<file path="src/rtl/keyscan_pkg.sv">
package keyscan_pkg;

  typedef enum logic [0:0] {
    SCAN_IDLE = 1'b0,
    SCAN_RUN  = 1'b1
  } scan_state_e;

  // Number of low scan lines handed over to segment use.
  function automatic logic [1:0] lines_removed(input logic [1:0] ksel);
    logic [1:0] n;
    case (ksel)
      2'b00:   n = 2'd0;
      2'b01:   n = 2'd1;
      default: n = 2'd2;
    endcase
    return n;
  endfunction

endpackage

</file>
<file path="src/rtl/keyscan_rst_sync.sv">
module keyscan_rst_sync (
  input  logic clk,
  input  logic rst_async_n,
  output logic rst_sync_n
);

  logic stage_q;
  logic out_q;

  always_ff @(posedge clk or negedge rst_async_n) begin
    if (!rst_async_n) begin
      stage_q <= 1'b0;
      out_q   <= 1'b0;
    end else begin
      stage_q <= 1'b1;
      out_q   <= stage_q;
    end
  end

  assign rst_sync_n = out_q;

endmodule

</file>
<file path="src/rtl/keyscan_seq.sv">
module keyscan_seq
  import keyscan_pkg::*;
#(
  parameter int NUM_SCAN   = 6,
  parameter int NUM_RET    = 5,
  parameter int SLOT_TICKS = 4,
  localparam int LW = (NUM_SCAN > 1) ? $clog2(NUM_SCAN) : 1,
  localparam int SW = (SLOT_TICKS > 1) ? $clog2(SLOT_TICKS) : 1,
  localparam int KW = NUM_SCAN * NUM_RET
) (
  input  logic          clk,
  input  logic          rst_n,
  input  logic          tick,
  input  logic [1:0]    key_sel,
  input  logic [NUM_RET-1:0] key_ret,
  input  logic          data_ack,
  output logic          busy,
  output logic [LW-1:0] line_idx,
  output logic          ready,
  output logic [KW-1:0] bitmap
);

  localparam logic [LW-1:0] LAST_LINE = LW'(NUM_SCAN - 1);
  localparam logic [SW-1:0] LAST_SLOT = SW'(SLOT_TICKS - 1);

  scan_state_e   state_q, state_d;
  logic [LW-1:0] line_q, line_d;
  logic [SW-1:0] slot_q, slot_d;
  logic [KW-1:0] map_q, map_d;
  logic          rdy_q, rdy_d;
  logic          scan_done;

  always_comb begin
    state_d   = state_q;
    line_d    = line_q;
    slot_d    = slot_q;
    map_d     = map_q;
    scan_done = 1'b0;
    if (tick) begin
      case (state_q)
        SCAN_IDLE: begin
          if (!rdy_q && (|key_ret)) begin
            state_d = SCAN_RUN;
            line_d  = LW'(lines_removed(key_sel));
            slot_d  = '0;
            map_d   = '0;
          end
        end
        default: begin
          if (slot_q == LAST_SLOT) begin
            map_d[int'(line_q)*NUM_RET +: NUM_RET] = key_ret;
            slot_d = '0;
            if (line_q == LAST_LINE) begin
              state_d   = SCAN_IDLE;
              scan_done = 1'b1;
            end else begin
              line_d = line_q + 1'b1;
            end
          end else begin
            slot_d = slot_q + 1'b1;
          end
        end
      endcase
    end
    // completion has priority over the host acknowledge
    if (scan_done)     rdy_d = 1'b1;
    else if (data_ack) rdy_d = 1'b0;
    else               rdy_d = rdy_q;
  end

  always_ff @(posedge clk or negedge rst_n) begin
    if (!rst_n) begin
      state_q <= SCAN_IDLE;
      line_q  <= '0;
      slot_q  <= '0;
      map_q   <= '0;
      rdy_q   <= 1'b0;
    end else begin
      state_q <= state_d;
      line_q  <= line_d;
      slot_q  <= slot_d;
      map_q   <= map_d;
      rdy_q   <= rdy_d;
    end
  end

  assign busy     = (state_q == SCAN_RUN);
  assign line_idx = line_q;
  assign ready    = rdy_q;
  assign bitmap   = map_q;

endmodule

</file>
<file path="src/rtl/keyscan_drive.sv">
module keyscan_drive
  import keyscan_pkg::*;
#(
  parameter int NUM_SCAN = 6,
  localparam int LW = (NUM_SCAN > 1) ? $clog2(NUM_SCAN) : 1
) (
  input  logic                busy,
  input  logic [LW-1:0]       line_idx,
  input  logic [1:0]          sleep_code,
  input  logic [1:0]          key_sel,
  output logic [NUM_SCAN-1:0] scan_out
);

  logic [NUM_SCAN-1:0] usable;
  logic [NUM_SCAN-1:0] standby;
  logic [NUM_SCAN-1:0] active;

  always_comb begin
    usable = {NUM_SCAN{1'b1}} << lines_removed(key_sel);
    case (sleep_code)
      2'b00:   standby = {NUM_SCAN{1'b1}};
      2'b01:   standby = '0;
      2'b10:   standby = NUM_SCAN'(1) << (NUM_SCAN - 1);
      default: standby = ~NUM_SCAN'(1);
    endcase
  end

  for (genvar g = 0; g < NUM_SCAN; g++) begin : g_line
    assign active[g] = busy ? (line_idx == LW'(g)) : standby[g];
  end

  assign scan_out = active & usable;

endmodule

</file>
<file path="src/rtl/keyscan_ctrl.sv">
module keyscan_ctrl
  import keyscan_pkg::*;
#(
  parameter int NUM_SCAN   = 6,
  parameter int NUM_RET    = 5,
  parameter int SLOT_TICKS = 4
) (
  input  logic                         clk,
  input  logic                         rst_n,
  input  logic                         tick,
  input  logic [1:0]                   sleep_code,
  input  logic [1:0]                   key_sel,
  input  logic [NUM_RET-1:0]           key_ret,
  input  logic                         data_ack,
  output logic [NUM_SCAN-1:0]          scan_out,
  output logic [NUM_SCAN*NUM_RET-1:0]  key_data,
  output logic                         data_ready,
  output logic                         scan_busy
);

  localparam int LW = (NUM_SCAN > 1) ? $clog2(NUM_SCAN) : 1;

  logic          rst_int_n;
  logic [LW-1:0] line_idx;

  keyscan_rst_sync u_rst (
    .clk         (clk),
    .rst_async_n (rst_n),
    .rst_sync_n  (rst_int_n)
  );

  keyscan_seq #(
    .NUM_SCAN   (NUM_SCAN),
    .NUM_RET    (NUM_RET),
    .SLOT_TICKS (SLOT_TICKS)
  ) u_seq (
    .clk      (clk),
    .rst_n    (rst_int_n),
    .tick     (tick),
    .key_sel  (key_sel),
    .key_ret  (key_ret),
    .data_ack (data_ack),
    .busy     (scan_busy),
    .line_idx (line_idx),
    .ready    (data_ready),
    .bitmap   (key_data)
  );

  keyscan_drive #(
    .NUM_SCAN (NUM_SCAN)
  ) u_drive (
    .busy       (scan_busy),
    .line_idx   (line_idx),
    .sleep_code (sleep_code),
    .key_sel    (key_sel),
    .scan_out   (scan_out)
  );

endmodule

</file>
<file path="config.mk">
export PLATFORM = sky130hd
export DESIGN_NAME = keyscan_ctrl
export DESIGN_NICKNAME = d
export VERILOG_FILES = /design/src/rtl/keyscan_pkg.sv /design/src/rtl/keyscan_rst_sync.sv /design/src/rtl/keyscan_seq.sv /design/src/rtl/keyscan_drive.sv /design/src/rtl/keyscan_ctrl.sv
export SDC_FILE = /design/constraint.sdc
export NUM_CORES = 1
export LEC_CHECK = 0
export ABC_CLOCK_PERIOD_IN_PS = 2800
export BUFFER_PORTS_ARGS = -buffer_cell sky130_fd_sc_hd__buf_2
export CORE_MARGIN = 2
export CORE_UTILIZATION = 50
export DETAILED_ROUTE_END_ITERATION = 7
export PLACE_DENSITY = 0.78
export SKIP_CTS_REPAIR_TIMING = 1
export SLEW_MARGIN = 0
export SYNTH_ARGS = -nofsm -noshare
export SYNTH_HDL_FRONTEND = slang
export SYNTH_SLANG_ARGS = --single-unit
export TNS_END_PERCENT = 5
</file>
<file path="constraint.sdc">
create_clock -name clk -period 2.8 [get_ports clk]
set_input_delay 0.28 -clock clk [delete_from_list [all_inputs] [get_ports clk]]
set_output_delay 0.28 -clock clk [all_outputs]
set_load 0.01 [all_outputs]
</file>
==> impl_metrics.csv, run 1 <==
group,metric,value,unit
run_status,status,"complete, no violations",
sta,drv_slew,0,
cts,cts_tree,"yes",
detailed_routing,vias_per_cell,5.964,
sta,rsz0062_at_grt,"no",
worst_setup_path,critPathCaptureType,"flop",
sta,finalSetupTns,0,ps
cts,cts.clk_slew.worst_paths,70,ps
worst_setup_path,path_common_cell,"ha_1",
die,rows,22,
cells_and_area,seqCellArea,975.9,um^2
job,drv_cap,0,
die,die_x,66.12,um
placed_design,place_ws,472.7,ps
worst_setup_path,critPathMaxStageDelay,530,ps
sta,finClkSkew,8.083,ps
grt,grt_antenna_before_repair,0,
cts,cts-buffers-inserted,5,
yosys,ys_ff_latch,39,
yosys,synthTopCellsByCount,"39 x dfrtp_1, 14 x inv_1, 13 x a22o_1",
worst_setup_path,critical_path_class,"reg2reg",
grt,grt_max_degree,21,
yosys,yosysTopAreaCell,"dfrtp_1",
worst_setup_path,critPathArrivalTime,2570,ps
yosys,synth_edf_count,0,
worst_setup_path,crit_fanout,11,
cells_and_area,multi_input_area,863.3,um^2
sta,slew_headroom,44.47,%
yosys,async_flop_share,100.0,%
detailed_routing,wire_per_inst,16.99,um
yosys,yosysWarnings,0,
worst_hold_path,holdCritStartpoint,"data_ack",
detailed_routing,wl_met2,2260,um
cts,clk_path_buf_depth,2,
cells_and_area,fillers,313,
cts,clockRootBuffer,"clkbuf_8",
cells_and_area,fin_nets,252,
cells_and_area,antennaDiodeCount,0,
die,die_h,66.12,um
power_and_ir_drop,power_density,1009,mW/mm^2
yosys,synth.most_common_cell,"dfrtp_1",
yosys,yosysSeqAreaShare,50.58,%
die,core_area,0.003689,mm^2
cells_and_area,post_route_cells_drive_above_1_share,31.44,%
cts,clkLatencyLatePin,290,ps
grt,grt_pass1_vias,1542,
cells_and_area,syn_to_final_growth,20.43,%
placed_design,place_congestion,0.8928,
die,ios,51,
sta,min_period_over_period,85.36,%
placed_design,portBuffers,50,
placed_design,hpwl,3307,um
worst_setup_path,setup.worst_path.start_class,"flop",
yosys,synth_nets,198,
yosys,synth_flop_cell,"dfrtp_1",
worst_setup_path,reg2reg_from,"u_seq.line_idx[0]",
detailed_routing,firstDrtPassIters,4,
die,die-area,0.004372,mm^2
yosys,syn_avg_cell_area,11.09,um^2
power_and_ir_drop,leakagePower,1.234,nW
yosys,syn_area,0.001929,mm^2
worst_hold_path,hold_path_class,"in2reg",
worst_setup_path,worst_ep_required_time,2980,ps
cts,cts.sinks,39,
sta,worst_pin_slew,833.0,ps
detailed_routing,vias,1652,
detailed_routing,drcViolationCount,0,
die,initial_core_util,52.31,%
yosys,syn_inst,174,
detailed_routing,met3WireLength,342,um
sta,fin_crit,2390,ps
detailed_routing,antenna_left,0,
worst_setup_path,crit_slowest_cell,"dfrtp_1",
worst_setup_path,critPathLaunch,"u_seq.line_idx[0]",
sta,fmax,418.4,MHz
grt,grt_overflow,0,
sta,hold_violations,0,
sta,finalWorstSetupSlack,409.8,ps
detailed_routing,routed_wl,4706,um
detailed_routing,met1Wirelength,2043,um
detailed_routing,drt_iter0_markers,143,
placed_design,placed_area,0.002228,mm^2
yosys,synthTopCellsByArea,"dfrtp_1 51%, ha_1 7.1%, a22o_1 5.9%",
power_and_ir_drop,ir_drop,0.5116,mV
sta,hold_slack,169.0,ps
grt,grt_pass1_wl,7541,um
grt,grt_usage,23.05,%
worst_setup_path,cp_cell_sequence,"inv_1 > ha_1 > ha_1 > nor2b_1 > nor4b_1 > o21ai_2 > a32o_1",
cts,cts.htree.levels,2,
cells_and_area,design_area,0.002323,mm^2
detailed_routing,top_layer_used,"met4",
sta,finalSetupViolations,0,
yosys,netlist-cell-type-count,39,
yosys,synth_top_area_share,50.58,%
-- cell families (layout without fill, tap and decap cells) --
family / count (synthesis) / in the layout / synth area share, %
and+or+nand+nor: 39 / 39 / 11.48
buffers and inverters: 22 / 77 / 4.669
DFF: 39 / 39 / 50.58
AOI/OAI and AO/OA: 59 / 59 / 24.38
adders and majority gates: 11 / 11 / 7.133
muxes: 3 / 3 / 1.556
other: 1 / 1 / 0.1944
-- power breakdown --
part	internal [mW]	switching (mW)	leakage (nW)
sequential	0.736	0.189	0.517
combinational	0.449	0.601	0.676
clock	0.174	0.195	0.0412
total	1.36	0.985	1.23
-- through the flow --
stage | instances | util, % | power, mW
floorplan | 174 | - | 1.605
detailed placement | 268 | 60.41 | 1.969
finish | 277 | 62.99 | 2.344
global route | 277 | 62.99 | 2.512
global placement | 268 | 60.41 | 1.939
CTS | 276 | 62.72 | 2.341
-- final cells by class --
| cell class | instances | area share, % |
|---|---|---|
| tap | 48 | 2.585 |
| timing repair buffer | 54 | 12.17 |
| inverter | 15 | 2.423 |
| sequential | 39 | 42.00 |
| clock inverter | 2 | 0.5385 |
| clock buffer | 6 | 3.123 |
| multi-input combinational | 113 | 37.16 |
-- placed cells by master, fill, tap and decap left out, types with 2 or more instances in the layout --
cell      instances
and3_1            3
ha_1             11
nor2_1            8
a21o_1            5
clkbuf_8          5
a32o_1           11
mux2i_1           3
o21ai_2           5
a22o_1           13
inv_1            14
nor3_1            4
buf_4             3
nand3_1           7
nand2_1           4
buf_2            50
nor2b_1           2
nand4_1           2
o21ai_0          11
a21oi_1           5
a22o_2            2
dfrtp_1          39
nor4_1            2
-- final timing paths --
path,to,slack [ps],depth (start not counted)
setup / recovery,u_seq.bitmap[22],410,7
hold / removal,u_seq.ready,170,2
setup reg to reg,u_seq.bitmap[22],410,7
hold reg to reg,u_seq.bitmap[27],350,0
max in group asynchronous,u_seq.bitmap[22],1710,1
min in group asynchronous,u_rst.rst_sync_n,290,2
-- metal layers --
layer | global-route usage, % | vias to the layer above
li1 | - | 754
met1 | 32.00 | 826
met2 | 34.88 | 63
met3 | 4.940 | 9
met4 | 9.694 | 0
met5 | 0 | -
-- worst max-delay path: cells and delay by family (launching register included) --
family	cells	cell delay, ps
simple gates	2	550
buf+inv	1	160
compound gates	2	400
fa+ha+maj	2	620
flops	1	530
-- flip-flops by register name (all words and copies together), names as in the netlist --
register          flops
u_seq.bitmap         30
u_seq.line_idx        3
u_seq.slot_q          2
u_rst.rst_sync_n      1
u_rst.stage_q         1
u_seq.busy            1
u_seq.ready           1
Note: power is estimated with default switching activity, not from simulation.
==> run 2, diff against run 1 <==
Settings changed: ABC_AREA from default to 1.
==> impl_metrics.csv, run 2 <==
group,metric,value,unit
die,initial_core_util,51.29,%
power_and_ir_drop,clkPwrFrac,18.4,%
yosys,synth.most_common_cell,"nand2_1",
die,die_x,67.59,um
power_and_ir_drop,p_int,1.214,mW
yosys,yosysSeqAreaShare,48.27,%
grt,grt_max_degree,38,
cells_and_area,seqCellArea,975.9,um^2
worst_hold_path,min_delay_worst_endpoint,"u_seq.ready",
yosys,synth_edf_count,0,
job,drv_cap,0,
yosys,synth_top_area_share,48.27,%
yosys,ys_ff_latch,39,
worst_setup_path,regToRegSetupSlack,650,ps
cells_and_area,utilization,61.25,%
detailed_routing,met1Wirelength,1882,um
sta,finalSetupTns,0,ps
worst_setup_path,critPathLaunch,"u_seq.line_idx[0]",
die,core_area,0.003943,mm^2
power_and_ir_drop,power_density,839.0,mW/mm^2
worst_setup_path,reg2reg_to,"u_seq.bitmap[23]",
yosys,syn_inst,255,
worst_hold_path,min_path_cells,2,
cells_and_area,fin_nets,334,
sta,hold_slack,164.9,ps
yosys,syn_area,0.002022,mm^2
yosys,yosysTopAreaCell,"dfrtp_1",
yosys,async_flop_share,100.0,%
worst_hold_path,hold_path_class,"in2reg",
power_and_ir_drop,leakagePower,1.485,nW
die,rows,23,
yosys,synthTopCellsByArea,"dfrtp_1 48%, nand2_1 19%, ha_1 6.8%",
sta,fmax,465.3,MHz
cells_and_area,mostFrequentLayoutCells,"105 x nand2_1, 50 x buf_2, 39 x dfrtp_1",
cts,cts.clk_slew.worst_paths,70,ps
sta,drv_slew,0,
detailed_routing,top_layer_used,"met4",
placed_design,hpwl,3262,um
power_and_ir_drop,ir_drop,0.5387,mV
yosys,synth_flop_cell,"dfrtp_1",
yosys,yosysWarnings,0,
worst_setup_path,critPathArrivalTime,2330,ps
sta,finalSetupViolations,0,
cts,clk_path_buf_depth,2,
worst_setup_path,setup.worst_path.start_class,"flop",
sta,finClkSkew,3.562,ps
die,die-area,0.004568,mm^2
cells_and_area,syn_to_final_growth,19.43,%
worst_setup_path,worst_ep_required_time,2980,ps
placed_design,place_congestion,0.8511,
yosys,syn_avg_cell_area,7.929,um^2
cells_and_area,antennaDiodeCount,0,
placed_design,place_ws,686.2,ps
power_and_ir_drop,switching_share,40.07,%
detailed_routing,drt_iter0_markers,116,
detailed_routing,firstDrtPassIters,4,
cts,cts.sinks,39,
die,ios,51,
cts,cts.htree.levels,2,
cells_and_area,final_common_cell,"nand2_1",
detailed_routing,wire_per_inst,12.01,um
worst_setup_path,critical_path_class,"reg2reg",
detailed_routing,routed_wl,4324,um
grt,grt_antenna_before_repair,0,
cts,clockRootBuffer,"clkbuf_8",
grt,grt_usage,20.88,%
yosys,netlist-cell-type-count,19,
cells_and_area,final_cells,360,
cells_and_area,post_route_cells_drive_above_1_share,21.61,%
yosys,synth_nets,279,
placed_design,dp_cells,352,
cells_and_area,design_area,0.002415,mm^2
cts,cts_tree,"yes",
power_and_ir_drop,p_comb_share,40.2,%
detailed_routing,wl_met2,2109,um
grt,grt_pass1_vias,1625,
sta,rsz0062_at_grt,"no",
power_and_ir_drop,total_power,2.026,mW
cells_and_area,largest_reg_flops,30,
detailed_routing,vias,1806,
power_and_ir_drop,p_seq_share,41.4,%
detailed_routing,vias_per_cell,5.017,
run_status,status,"complete, no violations",
grt,grt_overflow,0,
detailed_routing,drcViolationCount,0,
sta,fin_crit,2149,ps
cells_and_area,fillers,357,
sta,min_period_over_period,76.75,%
yosys,synthTopCellsByCount,"105 x nand2_1, 39 x dfrtp_1, 23 x inv_1, 21 x nand3_1, 21 x nor2_1",
cts,clkLatencyLatePin,290,ps
worst_setup_path,critPathCaptureType,"flop",
grt,grt_pass1_wl,7107,um
worst_setup_path,worst-r2r-cell-count,10,
cts,cts-buffers-inserted,5,
worst_setup_path,reg2reg_from,"u_seq.line_idx[0]",
placed_design,portBuffers,50,
detailed_routing,antenna_left,0,
power_and_ir_drop,p_switching,0.8119,mW
cells_and_area,multi_input_area,923.4,um^2
detailed_routing,met3WireLength,277,um
worst_hold_path,holdCritStartpoint,"data_ack",
die,die_h,67.59,um
worst_setup_path,crit_fanout,12,
sta,finalWorstSetupSlack,650.9,ps
sta,hold_violations,0,
placed_design,placed_area,0.002317,mm^2
run 2: worst max-delay path by stage:
stage               depth (start not counted)          endpoint  slack [ps]
detailed placement                         10  u_seq.bitmap[23]         690
global placement                           10  u_seq.bitmap[22]         770
floorplan                                  11  u_seq.bitmap[20]         920
global route                               10  u_seq.bitmap[24]         440
CTS                                        10  u_seq.bitmap[20]         670
finish                                     10  u_seq.bitmap[23]         650
run 2: power groups by stage:
stage / sequential (mW) / combinational, mW / clock, mW
2_1_floorplan: 0.892 / 0.492 / 0
3_3_place_gp: 0.844 / 0.797 / 0
3_5_place_dp: 0.849 / 0.815 / 0
4_1_cts: 0.841 / 0.821 / 0.382
5_1_grt: 0.861 / 0.933 / 0.403
6_report: 0.839 / 0.814 / 0.373
run 2: cells by family after synthesis:
kind of cell               Yosys count  share of synthesized area [%]
DFF                                 39                          48.27
other                                1                         0.1855
adders and majority gates           11                          6.807
AOI/OAI and AO/OA                   10                          3.218
buffers and inverters               29                          6.064
and+or+nand+nor                    165                          35.46
run 2: critical path: stages (launching register included):
cell     delay, ps
dfrtp_1        550
inv_1          140
ha_1           240
ha_1           360
inv_1          100
nor2_1         130
nand3_1        110
nand2_1         70
nand3_1        160
nand2_1        130
nand2_1         50
run 2: per-layer routing:
layer | track usage, % | up-vias
li1 | - | 921
met1 | 25.45 | 822
met2 | 35.17 | 55
met3 | 5.000 | 8
met4 | 8.673 | 0
met5 | 0 | -
run 2: area by class of cell:
cell class                 instances  share of cell area (%)
tap                               50                   2.591
timing repair buffer              53                   11.40
clock inverter                     1                  0.2073
inverter                          24                   3.731
multi-input combinational        187                   38.24
clock buffer                       6                   3.420
sequential                        39                   40.41
